File: config.mk
export PLATFORM = sky130hd
export DESIGN_NAME = pts_shift_reg
export DESIGN_NICKNAME = d
export VERILOG_FILES = /design/src/rtl/pts_pkg.sv /design/src/rtl/pts_rst_sync.sv /design/src/rtl/pts_shift_core.sv /design/src/rtl/pts_shift_reg.sv
export SDC_FILE = /design/constraint.sdc
export NUM_CORES = 1
export LEC_CHECK = 0
export CAP_MARGIN = 30
export CELL_PAD_IN_SITES_DETAIL_PLACEMENT = 1
export CELL_PAD_IN_SITES_GLOBAL_PLACEMENT = 2
export CORE_MARGIN = 10
export CORE_UTILIZATION = 25
export DETAILED_ROUTE_END_ITERATION = 7
export HOLD_SLACK_MARGIN = 0.03
export PLACE_DENSITY = 0.71
export SYNTH_ARGS = -nofsm -noshare
export SYNTH_HDL_FRONTEND = slang
export SYNTH_SLANG_ARGS = --single-unit
File: constraint.sdc
create_clock -name clk -period 0.8 [get_ports clk]
set_input_delay 0.12 -clock clk [delete_from_list [all_inputs] [get_ports clk]]
set_output_delay 0.12 -clock clk [all_outputs]
set_load 0.01 [all_outputs]
File: src/rtl/pts_pkg.sv
package pts_pkg;

    typedef enum logic {
        MODE_LOAD  = 1'b0,
        MODE_SHIFT = 1'b1
    } pts_mode_e;

endpackage

File: src/rtl/pts_rst_sync.sv
module pts_rst_sync #(
    parameter int SYNC_STAGES = 2
) (
    input  logic clk,
    input  logic clr_n,
    output logic rst_sync_n
);

    typedef struct packed {
        logic [SYNC_STAGES-1:0] chain;
    } sync_t;

    sync_t sync_d, sync_q;

    generate
        if (SYNC_STAGES > 1) begin : g_multi
            always_comb begin
                sync_d       = sync_q;
                sync_d.chain = {sync_q.chain[SYNC_STAGES-2:0], 1'b1};
            end
        end else begin : g_single
            always_comb begin
                sync_d       = sync_q;
                sync_d.chain = 1'b1;
            end
        end
    endgenerate

    always_ff @(posedge clk or negedge clr_n) begin
        if (!clr_n) begin
            sync_q <= '0;
        end else begin
            sync_q <= sync_d;
        end
    end

    assign rst_sync_n = sync_q.chain[SYNC_STAGES-1];

endmodule

File: src/rtl/pts_shift_core.sv
module pts_shift_core
    import pts_pkg::*;
#(
    parameter int WIDTH = 8
) (
    input  logic             clk,
    input  logic             rst_n,
    input  logic             hold,
    input  logic             mode_shift,
    input  logic             ser_in,
    input  logic [WIDTH-1:0] par_in,
    output logic [WIDTH-1:0] stage_q
);

    typedef struct packed {
        logic [WIDTH-1:0] stage;
    } core_t;

    core_t            core_d, core_q;
    logic [WIDTH-1:0] shift_src;
    pts_mode_e        mode;

    assign mode = pts_mode_e'(mode_shift);

    // Source of each stage in shift mode: its predecessor, or ser_in for stage 0
    genvar gi;
    generate
        for (gi = 0; gi < WIDTH; gi++) begin : g_src
            if (gi == 0) begin : g_head
                assign shift_src[gi] = ser_in;
            end else begin : g_body
                assign shift_src[gi] = core_q.stage[gi-1];
            end
        end
    endgenerate

    always_comb begin
        core_d = core_q;
        if (!hold) begin
            case (mode)
                MODE_SHIFT: core_d.stage = shift_src;
                default:    core_d.stage = par_in;
            endcase
        end
    end

    always_ff @(posedge clk or negedge rst_n) begin
        if (!rst_n) begin
            core_q <= '0;
        end else begin
            core_q <= core_d;
        end
    end

    assign stage_q = core_q.stage;

endmodule

File: src/rtl/pts_shift_reg.sv
module pts_shift_reg #(
    parameter int WIDTH       = 8,
    parameter int SYNC_STAGES = 2
) (
    input  logic             clk,
    input  logic             clr_n,
    input  logic             hold,
    input  logic             mode_shift,
    input  logic             ser_in,
    input  logic [WIDTH-1:0] par_in,
    output logic             ser_out
);

    localparam int LAST = WIDTH - 1;

    logic             rst_sync_n;
    logic [WIDTH-1:0] stage_q;

    pts_rst_sync #(
        .SYNC_STAGES(SYNC_STAGES)
    ) rst_sync_i (
        .clk       (clk),
        .clr_n     (clr_n),
        .rst_sync_n(rst_sync_n)
    );

    pts_shift_core #(
        .WIDTH(WIDTH)
    ) core_i (
        .clk       (clk),
        .rst_n     (rst_sync_n),
        .hold      (hold),
        .mode_shift(mode_shift),
        .ser_in    (ser_in),
        .par_in    (par_in),
        .stage_q   (stage_q)
    );

    assign ser_out = stage_q[LAST];

endmodule

# After elaboration in Yosys (flattened, before gate mapping)
# Index checks and enable logic that the tools add are counted.
dict set report op_classes {
  muxes 1
}
# operator count
set op_table {}
lappend op_table {{$mux W8} 1}
dict set report word_totals {
  ff_bits 10
  inputBits 13
  output_inout_bits 1
  elab_cells 3
}

# Depth between registers and ports, before layout
# Gate-level depths: netlist (run 1).
dict set report logic_depth {
  word_depth 1
  mapped_depth 3
  ltp_nobuf 2
}

# Cells and area by module
# Synthesis (run 1) repeated with hierarchy kept, for this count alone.
dict set report hier_totals {
  hier_cells 37
  hier_area_um2 426.7
}
# module instances cells_each area_per_inst_um2 seq_area_each_um2
set by_module_without_submodules {}
lappend by_module_without_submodules {pts_shift_core 1 34 372.9 200.2}
lappend by_module_without_submodules {pts_rst_sync 1 3 53.8 50.0}

# Worst setup path before layout (run 1)
# OpenSTA, ideal clock, no wires.
dict set report synth_timing {
  path_kind {register to register}
  start {register core_i.core_q (netlist bit core_i.stage_q[6])}
  end {register core_i.core_q (netlist bit core_i.stage_q[7])}
  setup_ps 121
  t_arrival_ps 532
  required_time_ps 679
  path_slack_ps 148
  stages_incl_launch_ff 3
  path_buffers 0
  synth_period_minus_slack_ps 652
  cell_sequence {dfrtp_1 -> mux2i_1 -> o21ai_1}
}
dict set report synth_via {
  elab_chain_cells 1
}
# item line
set synth_lines {}
lappend synth_lines {{start, declared} pts_shift_core.sv:19} ;# core_t core_d, core_q;
lappend synth_lines {{start signal, assigned} pts_shift_core.sv:51} ;# core_q <= core_d;
lappend synth_lines {{$mux W8} pts_shift_core.sv:40} ;# case (mode)
# Every way passes these cells.
# A chain may end at the register's enable or synchronous reset.

# Final worst setup path (run 1)
dict set report layout_timing {
  start {register core_i.core_q (netlist bit core_i.stage_q[7])}
  end {output ser_out}
}
# item line
set layout_lines {}
lappend layout_lines {{end, declared} pts_shift_reg.sv:11} ;# output logic ser_out
# No word-level cell between the ends.

==> results.cfg, run 1 <==
[outcome]
status = finished with violations
violations = negative setup slack

[final_layout]
antenna_cells = 0
layout.cells.non_filler = 71
drive_above_1_share_pct = 12.7
syn_to_final_growth_pct = 48.7
finalNetCount = 70
layout_commonest_cell = clkdlybuf4s50_1
mostFrequentLayoutCells = 11 x clkdlybuf4s50_1, 10 x dfrtp_1, 8 x mux2i_1, 8 x nand2_1, 8 x o21ai_1
fin_area_um2 = 634

[route]
vias = 329
viasPerCell = 4.63
ant_nets = 0
wl_um = 996
wl_per_cell_um = 14.0
drc = 0
dr.pass1.iters = 2
drtIter0Drc = 7

[clock_tree]
clkTransAtPathRegs_ns = 0.06
htreeDepth = 1
cts_inserted_buffers = 3
clk_path_buf_depth = 2
cts-root-buf = clkbuf_4
clkLatencyLatePin_ns = 0.26
clkSinkCount = 10
cts_tree = built

[yosys]
synth_area_leaders = dfrtp_1 59%, mux2i_1 19%, o21ai_1 9.4%, nand2_1 7.0%, buf_6 5.3%
synth_top_family_by_area = multiplexers
synth_area_um2 = 427
ys_seq_area_share_pct = 58.7
yosysTopAreaCell = dfrtp_1
synth_cells = 37
synth-xor-area-share_pct = 0
yosysTopAreaCellShare_pct = 58.7
synthAdderAreaFrac_pct = 0
syn-num-nets = 50
yosysWarnings = 0
synth-simple-area-share_pct = 7.04
synth.area.mux_share_pct = 18.8
syn_avg_cell_area_um2 = 11.5
yosysUniqueCellTypes = 6
synth-compound-area-share_pct = 9.38
ys_ff_latch = 10

[sta]
rsz0062_at_grt = yes
setup_tns_ns = -0.0910
finalClockSkew_ns = 0.00612
setup_slack_ns = -0.0910
max_freq_mhz = 1120
setup_violations = 1
worst_hold_slack_ns = 0.132
period_share_pct = 111
slew_violations = 0
layout_min_cycle_time_ns = 0.891
finalHoldViolCount = 0

[floorplan]
coreArea_mm2 = 0.00156
io_pins = 14
start_util_pct = 27.4
die_x_um = 61.3
die_height_um = 61.3
rows = 14
design.die.area_mm2 = 0.00376

[worst_setup_path]
max_stage_delay_ns = 0.39
rr_worst_depth = 3
cp_max_fo = 2
r2r_setup_slack_ns = 0.06
endpoint_kind = primary output
path_cells = buf_6
critPathRequiredTime_ns = 0.68
slowest_stage = dfrtp_1
critPathTopFamily = flip-flops
worst-setup-path-type = reg2out
crit_buf_inv = 1
worstPathArrival_ns = 0.77
critPathLaunchType = register
r2r_end = core_i.stage_q[7]
r2r-start = core_i.stage_q[7]

[placement]
place_area_um2 = 594
gp_congestion = 0.706
place.detailed.hpwl_um = 778
io_buffers = 13
dp_cells = 66

[worst_hold_path]
hold_class = reg2async

[grt]
grt_pass1_vias = 408
grt_pass1_wl_um = 1700
overflow = 0
grt_antenna_before_repair = 0
grt_usage_pct = 6.17
grt_max_degree = 17

[power_and_ir_drop]
ir_drop_v = 0.000724
pwr_density_cell_mw_per_mm2 = 1800
p_leak_nw = 0.293

[run]
maxCapViolCount = 0
[area by class of cell]
| type | count | area, um2 |
|---|---|---|
| multi-input cells | 25 | 154 |
| flip-flops and latches | 10 | 250 |
| fillers | 176 | 925 |
| well taps | 16 | 20.0 |
| repair buffers | 17 | 188 |
| clock buffers | 3 | 22.5 |
[worst max path at each step]
stage,startpoint,endpoint,slack [ns],cells past startpoint
after floorplan,core_i.stage_q[6],core_i.stage_q[7],0.15,2
after global placement,mode_shift,core_i.stage_q[6],-0.36,4
after detailed placement,mode_shift,core_i.stage_q[7],-0.39,4
after CTS,core_i.stage_q[7],ser_out,-0.11,1
after global routing,core_i.stage_q[7],ser_out,-0.13,1
final,core_i.stage_q[7],ser_out,-0.09,1
[repair_timing]
item | 4_1_cts | 5_1_grt
hold endpoints to repair | 2 | 0
endpoints found under the setup margin | 9 | 1
gates resized for setup | 5 | 1
buffers inserted | 0 | 1
hold buffers | 1 | 0
[per-stage QoR]
stage	power, mW	setup slack [ns]	util [%]
after detailed placement	0.808	-0.394	38.1
after global routing	1.22	-0.126	40.7
after floorplan	0.689	0.148	-
final	1.14	-0.0910	40.7
after global placement	0.794	-0.359	38.1
after CTS	1.15	-0.115	39.8
[report_power, final]
| part | switching, mW | internal (mW) |
|---|---|---|
| combinational | 0.0771 | 0.135 |
| clock | 0.158 | 0.173 |
| sequential | 0.0358 | 0.561 |
| total | 0.271 | 0.869 |
[logic make-up (layout without fill, tap and decap cells)]
family | Yosys count | in the layout
flops | 10 | 10
compound gates | 8 | 8
mux | 8 | 8
simple gates | 8 | 8
buf+inv | 2 | 20
other cells | 1 | 1
[sequential cells by signal (all words and copies together) (netlist names)]
signal and cells:
rst_sync_i.sync_q 2, core_i.stage_q 8
[cells in the mapped netlist]
library cell and count:
dfrtp_1 10, mux2i_1 8, conb_1 1, o21ai_1 8, nand2_1 8, buf_6 2
[routing by layer]
metal  global-route usage [%]  up-vias  part of all wire (%)
li1                         -      162                     -
met5                        0        -                     0
met4                     3.91        0                     0
met2                     9.76       12                    44
met1                     6.15      155                    43
met3                     3.50        0                    12
Note: power is estimated with default switching activity, not from simulation.
==> run 2: changes to the inputs <==
--- a/config.mk
+++ b/config.mk
@@ -13,6 +13,7 @@
 export DETAILED_ROUTE_END_ITERATION = 7
 export HOLD_SLACK_MARGIN = 0.03
 export PLACE_DENSITY = 0.71
+export SLEW_MARGIN = 20
 export SYNTH_ARGS = -nofsm -noshare
 export SYNTH_HDL_FRONTEND = slang
 export SYNTH_SLANG_ARGS = --single-unit
==> results of run 2 <==
No change in the layout: final DEF, timing and power equal those of run 1.
==> run 3: changes to the inputs <==
==> constraint.sdc (replaced) <==
create_clock -name clk -period 1 [get_ports clk]
set_input_delay 0.15 -clock clk [delete_from_list [all_inputs] [get_ports clk]]
set_output_delay 0.15 -clock clk [all_outputs]
set_load 0.01 [all_outputs]
==> run 3 against run 2 <==
- core utilization down 1.4 points
- worst setup slack better by 0.15 ns
- first-iteration DRC count unchanged
- the flow now finishes without violations
- non-clock buffer count down 2
- flip-flop and latch count unchanged
- die area unchanged
- combinational power down 27%
- count of clock-buffer cells in the layout unchanged
- global-route usage about the same
- wire length down 3.0%
- clock power down 21%
==> results.cfg, run 3 (synthesized netlist as in run 1, its figures left out) <==
[grt]
grt_pass1_vias = 400
overflow = 0
grt_pass1_wl_um = 1680
use_met1_pct = 6.03
grt_max_degree = 17
met2_usage_pct = 9.76
busiest_layer = met2
grt_usage_pct = 6.12
grt_antenna_before_repair = 0
grt_use_met3_pct = 3.50

[sta]
max_freq_mhz = 1070
setup_slack_ns = 0.0617
worst_hold_slack_ns = 0.0544
finalClockSkew_ns = 0.00757
layout_min_cycle_time_ns = 0.938
slew_violations = 0
period_share_pct = 93.8
finalHoldViolCount = 0
rsz0062_at_grt = no
setup_violations = 0

[outcome]
status = finished, final reports clean

[worst_setup_path]
endpoint_kind = register
cp_max_fo = 8
critPathRequiredTime_ns = 1.15
worst-setup-path-type = in2reg
critPathLaunchType = primary input
worstPathArrival_ns = 1.09

[final_layout]
finalNetCount = 68
drive_above_1_share_pct = 11.3
largest_reg_flops = 8
layout.cells.non_filler = 69
antenna_cells = 0
fin_area_um2 = 612
seqCellArea_um2 = 250
syn_to_final_growth_pct = 43.4
multi_input_area_um2 = 154
mostFrequentLayoutCells = 12 x clkdlybuf4s50_1, 10 x dfrtp_1, 8 x mux2i_1, 8 x nand2_1, 8 x o21ai_1
layout_commonest_cell = clkdlybuf4s50_1
nFillCells = 172

[route]
ant_nets = 0
drc = 0
viasPerCell = 4.65
drtIter0Drc = 7
wl_per_cell_um = 14.0
dr.pass1.iters = 2
vias = 321
wl_um = 966

[clock_tree]
cts_resized = 4
cts-root-buf = clkbuf_4
post-cts-setup-buffers = 0
ctsHoldBuffers = 0
htreeDepth = 1
clkTransAtPathRegs_ns = 0.06
cts_inserted_buffers = 3
cts_tree = built
clkSinkCount = 10
clkLatencyLatePin_ns = 0.26
clk_path_buf_depth = 2

[floorplan]
design.die.area_mm2 = 0.00376
start_util_pct = 27.4
coreArea_mm2 = 0.00156
die_height_um = 61.3
io_pins = 14
rows = 14
die_x_um = 61.3

[worst_hold_path]
hold_class = in2async

[placement]
place.detailed.hpwl_um = 778
preCtsSetupSlack_ns = -0.224
gp_congestion = 0.706
dp_cells = 66
io_buffers = 13
place_area_um2 = 594

[power_and_ir_drop]
p_leak_nw = 0.281
ir_drop_v = 0.000579
pwr_density_cell_mw_per_mm2 = 1460

[run]
maxCapViolCount = 0
[run 3: worst paths after layout]
path / start / to / slack [ns] / depth (start not counted)
setup / recovery: mode_shift / core_i.stage_q[7] / 0.06 / 4
hold / removal: clr_n / rst_sync_i.sync_q[0] / 0.05 / 1
setup reg to reg: core_i.stage_q[6] / core_i.stage_q[7] / 0.28 / 2
hold reg to reg: rst_sync_i.sync_q[1] / core_i.stage_q[1] / 0.13 / 0
max in group asynchronous: rst_sync_i.sync_q[1] / core_i.stage_q[5] / 0.61 / 0
min in group clk: rst_sync_i.sync_q[0] / rst_sync_i.sync_q[1] / 0.35 / 0
[run 3: per-layer routing]
layer / wire (um) / part of all wire (%) / vias to the layer above
li1: - / - / 158
met1: 402 / 42 / 151
met2: 434 / 45 / 12
met3: 129 / 13 / 0
met4: 0 / 0 / 0
met5: 0 / 0 / -
[run 3: through the flow]
step	power [mW]	utilization (%)	setup TNS, ns
after global placement	0.635	38.1	-1.40
after floorplan	0.551	-	0
after CTS	0.916	39.2	0
after global routing	0.962	39.2	0
final	0.893	39.2	0
after detailed placement	0.646	38.1	-1.61
[run 3: final cells by class]
| cell class | count | area share [%] |
|---|---|---|
| sequential | 10 | 40.9 |
| timing repair buffer | 15 | 27.0 |
| multi-input combinational | 25 | 25.2 |
| clock buffer | 3 | 3.68 |
| tap | 16 | 3.27 |
[run 3: worst max-delay path, stage by stage]
cell             delay (ns)
clkdlybuf4s50_1        0.51
buf_12                 0.14
mux2i_1                0.21
o21ai_1                0.08
[run 3: power by group]
part	switching, mW	leakage [nW]	internal, mW
logic	0.0587	0.145	0.0949
clock network	0.124	0.0138	0.138
registers	0.0276	0.122	0.449
